[config.mk]
export PLATFORM = sky130hd
export DESIGN_NAME = fsyn_param_search
export DESIGN_NICKNAME = d
export VERILOG_FILES = /design/src/rtl/fsyn_pkg.sv /design/src/rtl/fsyn_divider.sv /design/src/rtl/fsyn_terms.sv /design/src/rtl/fsyn_param_search.sv
export SDC_FILE = /design/constraint.sdc
export NUM_CORES = 2
export LEC_CHECK = 0
export BUFFER_PORTS_ARGS = -buffer_cell sky130_fd_sc_hd__buf_4
export CORE_ASPECT_RATIO = 0.6
export CORE_MARGIN = 10
export CORE_UTILIZATION = 57
export DETAILED_ROUTE_END_ITERATION = 7
export GPL_TIMING_DRIVEN = 0
export PLACE_DENSITY_LB_ADDON = 0.1
export SETUP_SLACK_MARGIN = 0.02
export SLEW_MARGIN = 30
export SYNTH_ARGS = -nofsm -noshare
export SYNTH_HDL_FRONTEND = slang
export SYNTH_HIERARCHICAL = 1
export SYNTH_SLANG_ARGS = --single-unit
[constraint.sdc]
create_clock -name i_clk -period 20.8 [get_ports i_clk]
set_clock_uncertainty 0.15 [all_clocks]
set_input_delay 1.04 -clock i_clk [delete_from_list [all_inputs] [get_ports i_clk]]
set_output_delay 1.04 -clock i_clk [all_outputs]
set_load 0.02 [all_outputs]
[src/rtl/fsyn_pkg.sv]
package fsyn_pkg;
  localparam int SDIV_LAST = 8;
  localparam int MD_TOP    = 31;
  localparam int PE_W      = 15;

  typedef enum logic [2:0] {
    S_IDLE, S_PE_GO, S_PE_WAIT, S_RT_GO, S_RT_WAIT, S_NEXT, S_DONE
  } state_t;

  typedef enum logic [1:0] {
    PH_LO, PH_HI, PH_SWEEP, PH_TUNE
  } phase_t;
endpackage

[src/rtl/fsyn_divider.sv]
module fsyn_divider #(
  parameter int W = 57
) (
  input  logic         i_clk,
  input  logic         i_rst,
  input  logic         i_go,
  input  logic [W-1:0] i_num,
  input  logic [W-1:0] i_den,
  output logic [W-1:0] o_quo,
  output logic         o_done
);
  localparam int CW = $clog2(W + 1);

  logic [W:0]    rem, rem_sh, diff;
  logic [W-1:0]  den_r;
  logic [CW-1:0] cnt;
  logic          run, ge;

  always_comb begin
    rem_sh = {rem[W-1:0], o_quo[W-1]};
    ge     = rem_sh >= {1'b0, den_r};
    diff   = rem_sh - {1'b0, den_r};
  end

  always_ff @(posedge i_clk) begin
    if (i_rst) begin
      rem    <= '0;
      den_r  <= '0;
      o_quo  <= '0;
      cnt    <= '0;
      run    <= 1'b0;
      o_done <= 1'b0;
    end else begin
      o_done <= 1'b0;
      if (i_go) begin
        rem   <= '0;
        den_r <= i_den;
        o_quo <= i_num;
        cnt   <= CW'(W);
        run   <= 1'b1;
      end else if (run) begin
        rem   <= ge ? diff : rem_sh;
        o_quo <= {o_quo[W-2:0], ge};
        cnt   <= cnt - CW'(1);
        if (cnt == CW'(1)) begin
          run    <= 1'b0;
          o_done <= 1'b1;
        end
      end
    end
  end
endmodule

[src/rtl/fsyn_terms.sv]
module fsyn_terms #(
  parameter int FW = 32,
  parameter int DW = FW + 25
) (
  input  logic [FW-1:0] i_fin,
  input  logic [FW-1:0] i_fout,
  input  logic [3:0]    i_si,
  input  logic [4:0]    i_md,
  input  logic [14:0]   i_pe,
  output logic [DW-1:0] o_pe_num,
  output logic [DW-1:0] o_pe_den,
  output logic          o_pe_neg,
  output logic [DW-1:0] o_rt_num,
  output logic [DW-1:0] o_rt_den
);
  localparam int TW = FW + 30;

  logic [TW-1:0] fin_big, fout_sh, sub_term;

  always_comb begin
    fin_big  = TW'(i_fin) << 20;
    fout_sh  = TW'(i_fout) << i_si;
    sub_term = ((TW'(i_md) + TW'(32)) * fout_sh) << 15;
    o_pe_neg = sub_term > fin_big;
    o_pe_num = DW'(fin_big - sub_term);
    o_pe_den = DW'(fout_sh);
    o_rt_num = DW'(i_fin) << 25;
    o_rt_den = (((DW'(i_md) + DW'(32)) << 20) + (DW'(i_pe) << 5)) << i_si;
  end
endmodule

[src/rtl/fsyn_param_search.sv]
module fsyn_param_search
  import fsyn_pkg::*;
#(
  parameter int FW = 32
) (
  input  logic          i_clk,
  input  logic          i_rst,
  input  logic          i_start,
  input  logic [FW-1:0] i_fin,
  input  logic [FW-1:0] i_fout,
  output logic          o_busy,
  output logic          o_done,
  output logic          o_nosol,
  output logic [3:0]    o_sdiv,
  output logic [4:0]    o_md,
  output logic [14:0]   o_pe,
  output logic [FW-1:0] o_rate
);
  localparam int DW = FW + 25;

  state_t state;
  phase_t phase;

  logic [FW-1:0] fin_r, fout_r, best_rate, best_dev, cur_rate, cur_dev;
  logic [3:0]    si, best_si;
  logic [4:0]    md, best_md;
  logic [14:0]   pe_c, lo_pe, best_pe, tune_hi;
  logic          cand_ok, lo_ok, found;

  logic [DW-1:0] pe_num, pe_den, rt_num, rt_den, div_num, div_den, div_q;
  logic          pe_neg, div_go, div_done;

  fsyn_terms #(.FW(FW), .DW(DW)) u_terms (
    .i_fin(fin_r), .i_fout(fout_r), .i_si(si), .i_md(md), .i_pe(pe_c),
    .o_pe_num(pe_num), .o_pe_den(pe_den), .o_pe_neg(pe_neg),
    .o_rt_num(rt_num), .o_rt_den(rt_den)
  );

  always_comb begin
    div_go  = (state == S_PE_GO && !pe_neg) || state == S_RT_GO;
    div_num = (state == S_PE_GO) ? pe_num : rt_num;
    div_den = (state == S_PE_GO) ? pe_den : rt_den;
  end

  fsyn_divider #(.W(DW)) u_div (
    .i_clk(i_clk), .i_rst(i_rst), .i_go(div_go), .i_num(div_num),
    .i_den(div_den), .o_quo(div_q), .o_done(div_done)
  );

  always_comb begin
    cur_rate = div_q[FW-1:0];
    cur_dev  = (fout_r >= cur_rate) ? fout_r - cur_rate : cur_rate - fout_r;
  end

  always_ff @(posedge i_clk) begin
    if (i_rst) begin
      state <= S_IDLE;  phase <= PH_LO;
      fin_r <= '0;  fout_r <= '0;  si <= '0;  md <= '0;  pe_c <= '0;
      cand_ok <= 1'b0;  lo_ok <= 1'b0;  lo_pe <= '0;  tune_hi <= '0;
      found <= 1'b0;  best_si <= '0;  best_md <= '0;  best_pe <= '0;
      best_rate <= '0;  best_dev <= '1;
      o_busy <= 1'b0;  o_done <= 1'b0;  o_nosol <= 1'b0;
      o_sdiv <= '0;  o_md <= '0;  o_pe <= '0;  o_rate <= '0;
    end else begin
      o_done <= 1'b0;
      case (state)
        S_IDLE: if (i_start) begin
          fin_r <= i_fin;  fout_r <= i_fout;
          si <= '0;  md <= '0;  pe_c <= '0;  phase <= PH_LO;
          found <= 1'b0;  best_dev <= '1;
          o_busy <= 1'b1;
          state <= (i_fin == '0 || i_fout == '0) ? S_DONE : S_PE_GO;
        end
        S_PE_GO: begin
          if (pe_neg) begin
            cand_ok <= 1'b0;
            state   <= S_NEXT;
          end else begin
            state <= S_PE_WAIT;
          end
        end
        S_PE_WAIT: if (div_done) begin
          pe_c <= div_q[14:0];
          if ((div_q >> PE_W) != '0) begin
            cand_ok <= 1'b0;
            state   <= S_NEXT;
          end else begin
            cand_ok <= 1'b1;
            state   <= S_RT_GO;
          end
        end
        S_RT_GO: state <= S_RT_WAIT;
        S_RT_WAIT: if (div_done) begin
          if (cur_dev < best_dev) begin
            best_dev <= cur_dev;  best_rate <= cur_rate;
            best_si <= si;  best_md <= md;  best_pe <= pe_c;
            found <= 1'b1;
          end
          state <= S_NEXT;
        end
        S_NEXT: begin
          if (found && best_dev == '0) begin
            state <= S_DONE;
          end else begin
            case (phase)
              PH_LO: begin
                lo_ok <= cand_ok;  lo_pe <= pe_c;
                md <= 5'(MD_TOP);  phase <= PH_HI;  state <= S_PE_GO;
              end
              PH_TUNE: begin
                if (pe_c == tune_hi) state <= S_DONE;
                else begin
                  pe_c  <= pe_c + 15'd1;
                  state <= S_RT_GO;
                end
              end
              default: begin
                if ((phase == PH_HI && lo_ok && cand_ok && lo_pe > pe_c) ||
                    (phase == PH_SWEEP && md == 5'd30)) begin
                  if (si == 4'(SDIV_LAST)) begin
                    if (!found) state <= S_DONE;
                    else begin
                      si      <= best_si;  md <= best_md;
                      pe_c    <= (best_pe >= 15'd2) ? best_pe - 15'd2 : 15'd0;
                      tune_hi <= (best_pe >= 15'd32765) ? 15'h7FFF : best_pe + 15'd2;
                      phase   <= PH_TUNE;
                      state   <= S_RT_GO;
                    end
                  end else begin
                    si <= si + 4'd1;  md <= '0;  phase <= PH_LO;  state <= S_PE_GO;
                  end
                end else begin
                  md    <= (phase == PH_HI) ? 5'd1 : md + 5'd1;
                  phase <= PH_SWEEP;
                  state <= S_PE_GO;
                end
              end
            endcase
          end
        end
        S_DONE: begin
          o_busy  <= 1'b0;
          o_done  <= 1'b1;
          o_nosol <= !found;
          o_sdiv  <= found ? best_si   : '0;
          o_md    <= found ? best_md   : '0;
          o_pe    <= found ? best_pe   : '0;
          o_rate  <= found ? best_rate : '0;
          state   <= S_IDLE;
        end
        default: state <= S_IDLE;
      endcase
    end
  end
endmodule

==> flow_metrics.tcl <==
set metrics [dict create \
    cp-start-kind "flip-flop" \
    cts_made_buffers 47 \
    power_uw 9250 \
    grt_max_degree 15 \
    hold_depth 2 \
    crit_top_cell "clkbuf_1" \
    port_buffers 125 \
    grt_use_total_pct 35.4 \
    clk_pin_slew_ps 70 \
    tightest_slew_ps 1180 \
    seq_area_frac_synth_pct 21.0 \
    drt_pass1_iterations 7 \
    syn_area_mm2 0.0432 \
    initial_utilization_pct 57.3 \
    ctsHtreeMaxLevel 2 \
    grt_pass1_vias 38500 \
    postCtsSetupBuffers 0 \
    peakVddDrop_mv 0.323 \
    ys_ff_latch 452 \
    drtIter0Drc 5804 \
    ctsLongestPathBuffers 3 \
    crit_required_ps 21150 \
    post-place-ws_ps 6510 \
    post_cts_resized 0 \
    fillers 6938 \
    ant_nets 0 \
    synth_top_family_by_area "compound AO/OA/AOI/OAI gates" \
    p_per_area_mw_per_mm2 195 \
    layout-drive-gt1-share_pct 9.72 \
    dp_hpwl_um 132000 \
    path_max_fanout 10 \
    synth.distinct_cells 105 \
    power_leakage_uw 0.0211 \
    place_congestion 1.05 \
    path_class "flip-flop to flip-flop" \
    grt_pass1_wl_um 241000 \
    status "complete, no violations" \
    utilization_pct 62.9 \
    die_h_um 233 \
    ys.flop_type "dfxtp_1" \
    critical-path-max-stage-delay_ps 810 \
    slowest_stage "clkbuf_1" \
    synth_xor_area_share_pct 4.41 \
    clk_latency_ps 640 \
    max_slew_margin_pct 21.0 \
    wire_per_inst_um 23.5 \
    yosys_warnings 6 \
    synth_mux_area_share_pct 9.71 \
    rsz0062_at_grt "no" \
    avgSynthCellArea_um2 7.71 \
    final_nets 6420 \
    cts_hold_buffers 0 \
    synth_edf_count 0 \
    synth_simple_gate_area_share_pct 19.0 \
    hold_violations 0 \
    hp-class "flip-flop to flip-flop" \
    cap_viol_max_count 0 \
    grt-ovfl-total 0 \
    layout_commonest_cell "nor2_1" \
    period_needed_ps 14870 \
    cp-end-kind "flip-flop" \
    report.final.setup_viol 0 \
    drc 0 \
    design_area_mm2 0.0474 \
    place_area_mm2 0.0457 \
    synth_compound_area_share_pct 19.1 \
    fin_ws_ps 5930 \
    yosys.area_share.adder_pct 17.7 \
    ios 126 \
    fin_setup_tns_ps 0 \
    cts_tree "built" \
    syn_inst 5600 \
    cts_root_buf "clkbuf_16" \
    core_area_mm2 0.0753 \
    wl_um 162000 \
    slew_viol_final 0 \
    viasPerCell 6.19 \
    max_freq_mhz 67.3 \
    clock_sinks 452 \
    rows 78 \
    rr_worst_depth 40 \
    fin_crit_sh_pct 71.5 \
    mostFrequentLayoutCells "nor2_1 (649), a21oi_1 (563), nand2_1 (549), inv_1 (479), dfxtp_1 (452)" \
    die-area_mm2 0.0875 \
    synthArstFlopShare_pct 0 \
    cp.arrival_ps 15210 \
    die_x_um 375 \
    vias 42600 \
    antenna_found_initial 9 \
    syn_to_final_growth_pct 9.68 \
]
-- layer usage --
metal	wire [um]	vias to the layer above	GRT usage (%)
met4	3680	6	7.76
li1	-	19600	-
met2	58800	2591	45.1
met3	24800	226	14.2
met5	35	-	0
met1	74700	20200	53.8
-- cell families (layout without fill, tap and decap cells) --
logic type | count (synthesis) | in the layout
AOI/OAI and AO/OA | 1322 | 1322
buffers and inverters | 922 | 1134
muxes | 372 | 372
and+or+nand+nor | 1807 | 1807
xor gates and xnor gates | 216 | 216
adders and majority gates | 508 | 508
DFF | 452 | 452
other | 1 | 74
-- power by group --
part / internal (uW) / switching, uW / total (uW)
registers: 1020 / 234 / 1250
logic: 2560 / 4500 / 7060
clock network: 535 / 411 / 946
total: 4110 / 5140 / 9250
-- metrics by stage --
stage               instances  hold slack (ps)
finish                   6885              304
global route             6882              325
CTS                      6881              306
detailed placement       6795              295
global placement         6795              291
floorplan                5670              286
-- final cells by class --
type / count / area, um^2 / share of cell area, %
Tap cell: 1000 / 1250 / 2.64
Clock buffer: 61 / 1300 / 2.74
Multi-Input combinational cell: 4296 / 30500 / 64.3
Clock inverter: 25 / 388 / 0.819
Inverter: 483 / 1810 / 3.83
Antenna cell: 3 / 7.51 / 0.0158
Timing Repair Buffer: 126 / 946 / 2.00
Sequential cell: 452 / 9050 / 19.1
Buffer: 439 / 2160 / 4.56
-- state kept, by name (all words and copies together) (netlist names), 6 cells and up --
name and flops:
u_div/den_r 57, u_div/o_quo 57, u_div/rem 57, best_dev 32, best_rate 32, fin_r 32
fout_r 32, o_rate 32, best_pe 15, lo_pe 15, o_pe 15, pe_c 15
tune_hi 15, u_div/cnt 6
-- Yosys cell counts (10+ instances only) --
library cell,count,area (um^2)
a221oi_1,17,149
a21o_1,93,698
nand3_1,125,626
dfxtp_1,452,9050
mux4_2,25,563
nor2b_1,30,188
ha_1,338,4230
o211ai_1,27,203
o21ai_1,13,65.1
xnor2_1,120,1050
o21ai_0,226,1130
nor3b_1,16,120
and3_1,24,150
a31oi_1,27,169
a211o_1,12,105
a211oi_1,72,541
inv_1,479,1800
buf_2,41,205
a21oi_1,564,2820
or2_2,12,75.1
nor2_1,649,2440
buf_1,27,101
o22ai_1,18,113
xor2_1,95,832
nand2b_1,29,181
o31ai_1,17,128
nor3_1,99,495
o21a_1,31,233
fa_1,170,3400
clkbuf_1,254,953
a222oi_1,10,100
nor4_1,49,307
buf_4,108,811
nand2_1,549,2060
mux2i_1,223,2230
a41oi_1,13,114
o21bai_1,31,233
mux2_2,123,1390
or3_1,21,131
nand4_1,64,400
o22a_1,29,254
and2_1,84,526
nand3b_1,14,105
-- path summary, 6_finish.rpt --
path	start	slack, ps	to
worst max-delay path	si[1]$_SDFFE_PP0P_	5930	u_div/den_r[56]$_SDFFE_PP0P_
worst min-delay path	o_pe[0]$_SDFFE_PP0P_	300	o_pe[0]$_SDFFE_PP0P_
worst max register to register	si[1]$_SDFFE_PP0P_	5930	u_div/den_r[56]$_SDFFE_PP0P_
worst min register to register	o_pe[0]$_SDFFE_PP0P_	300	o_pe[0]$_SDFFE_PP0P_
-- critical path, delay by kind of cell, from the launching register on --
family	cells	cell delay (ps)
flops	1	570
buf+inv	11	4610
compound gates	9	2380
fa+ha+maj	6	2680
xor+xnor	1	410
mux	2	580
simple gates	11	3300
No activity file was read; power rests on OpenSTA's default activity.
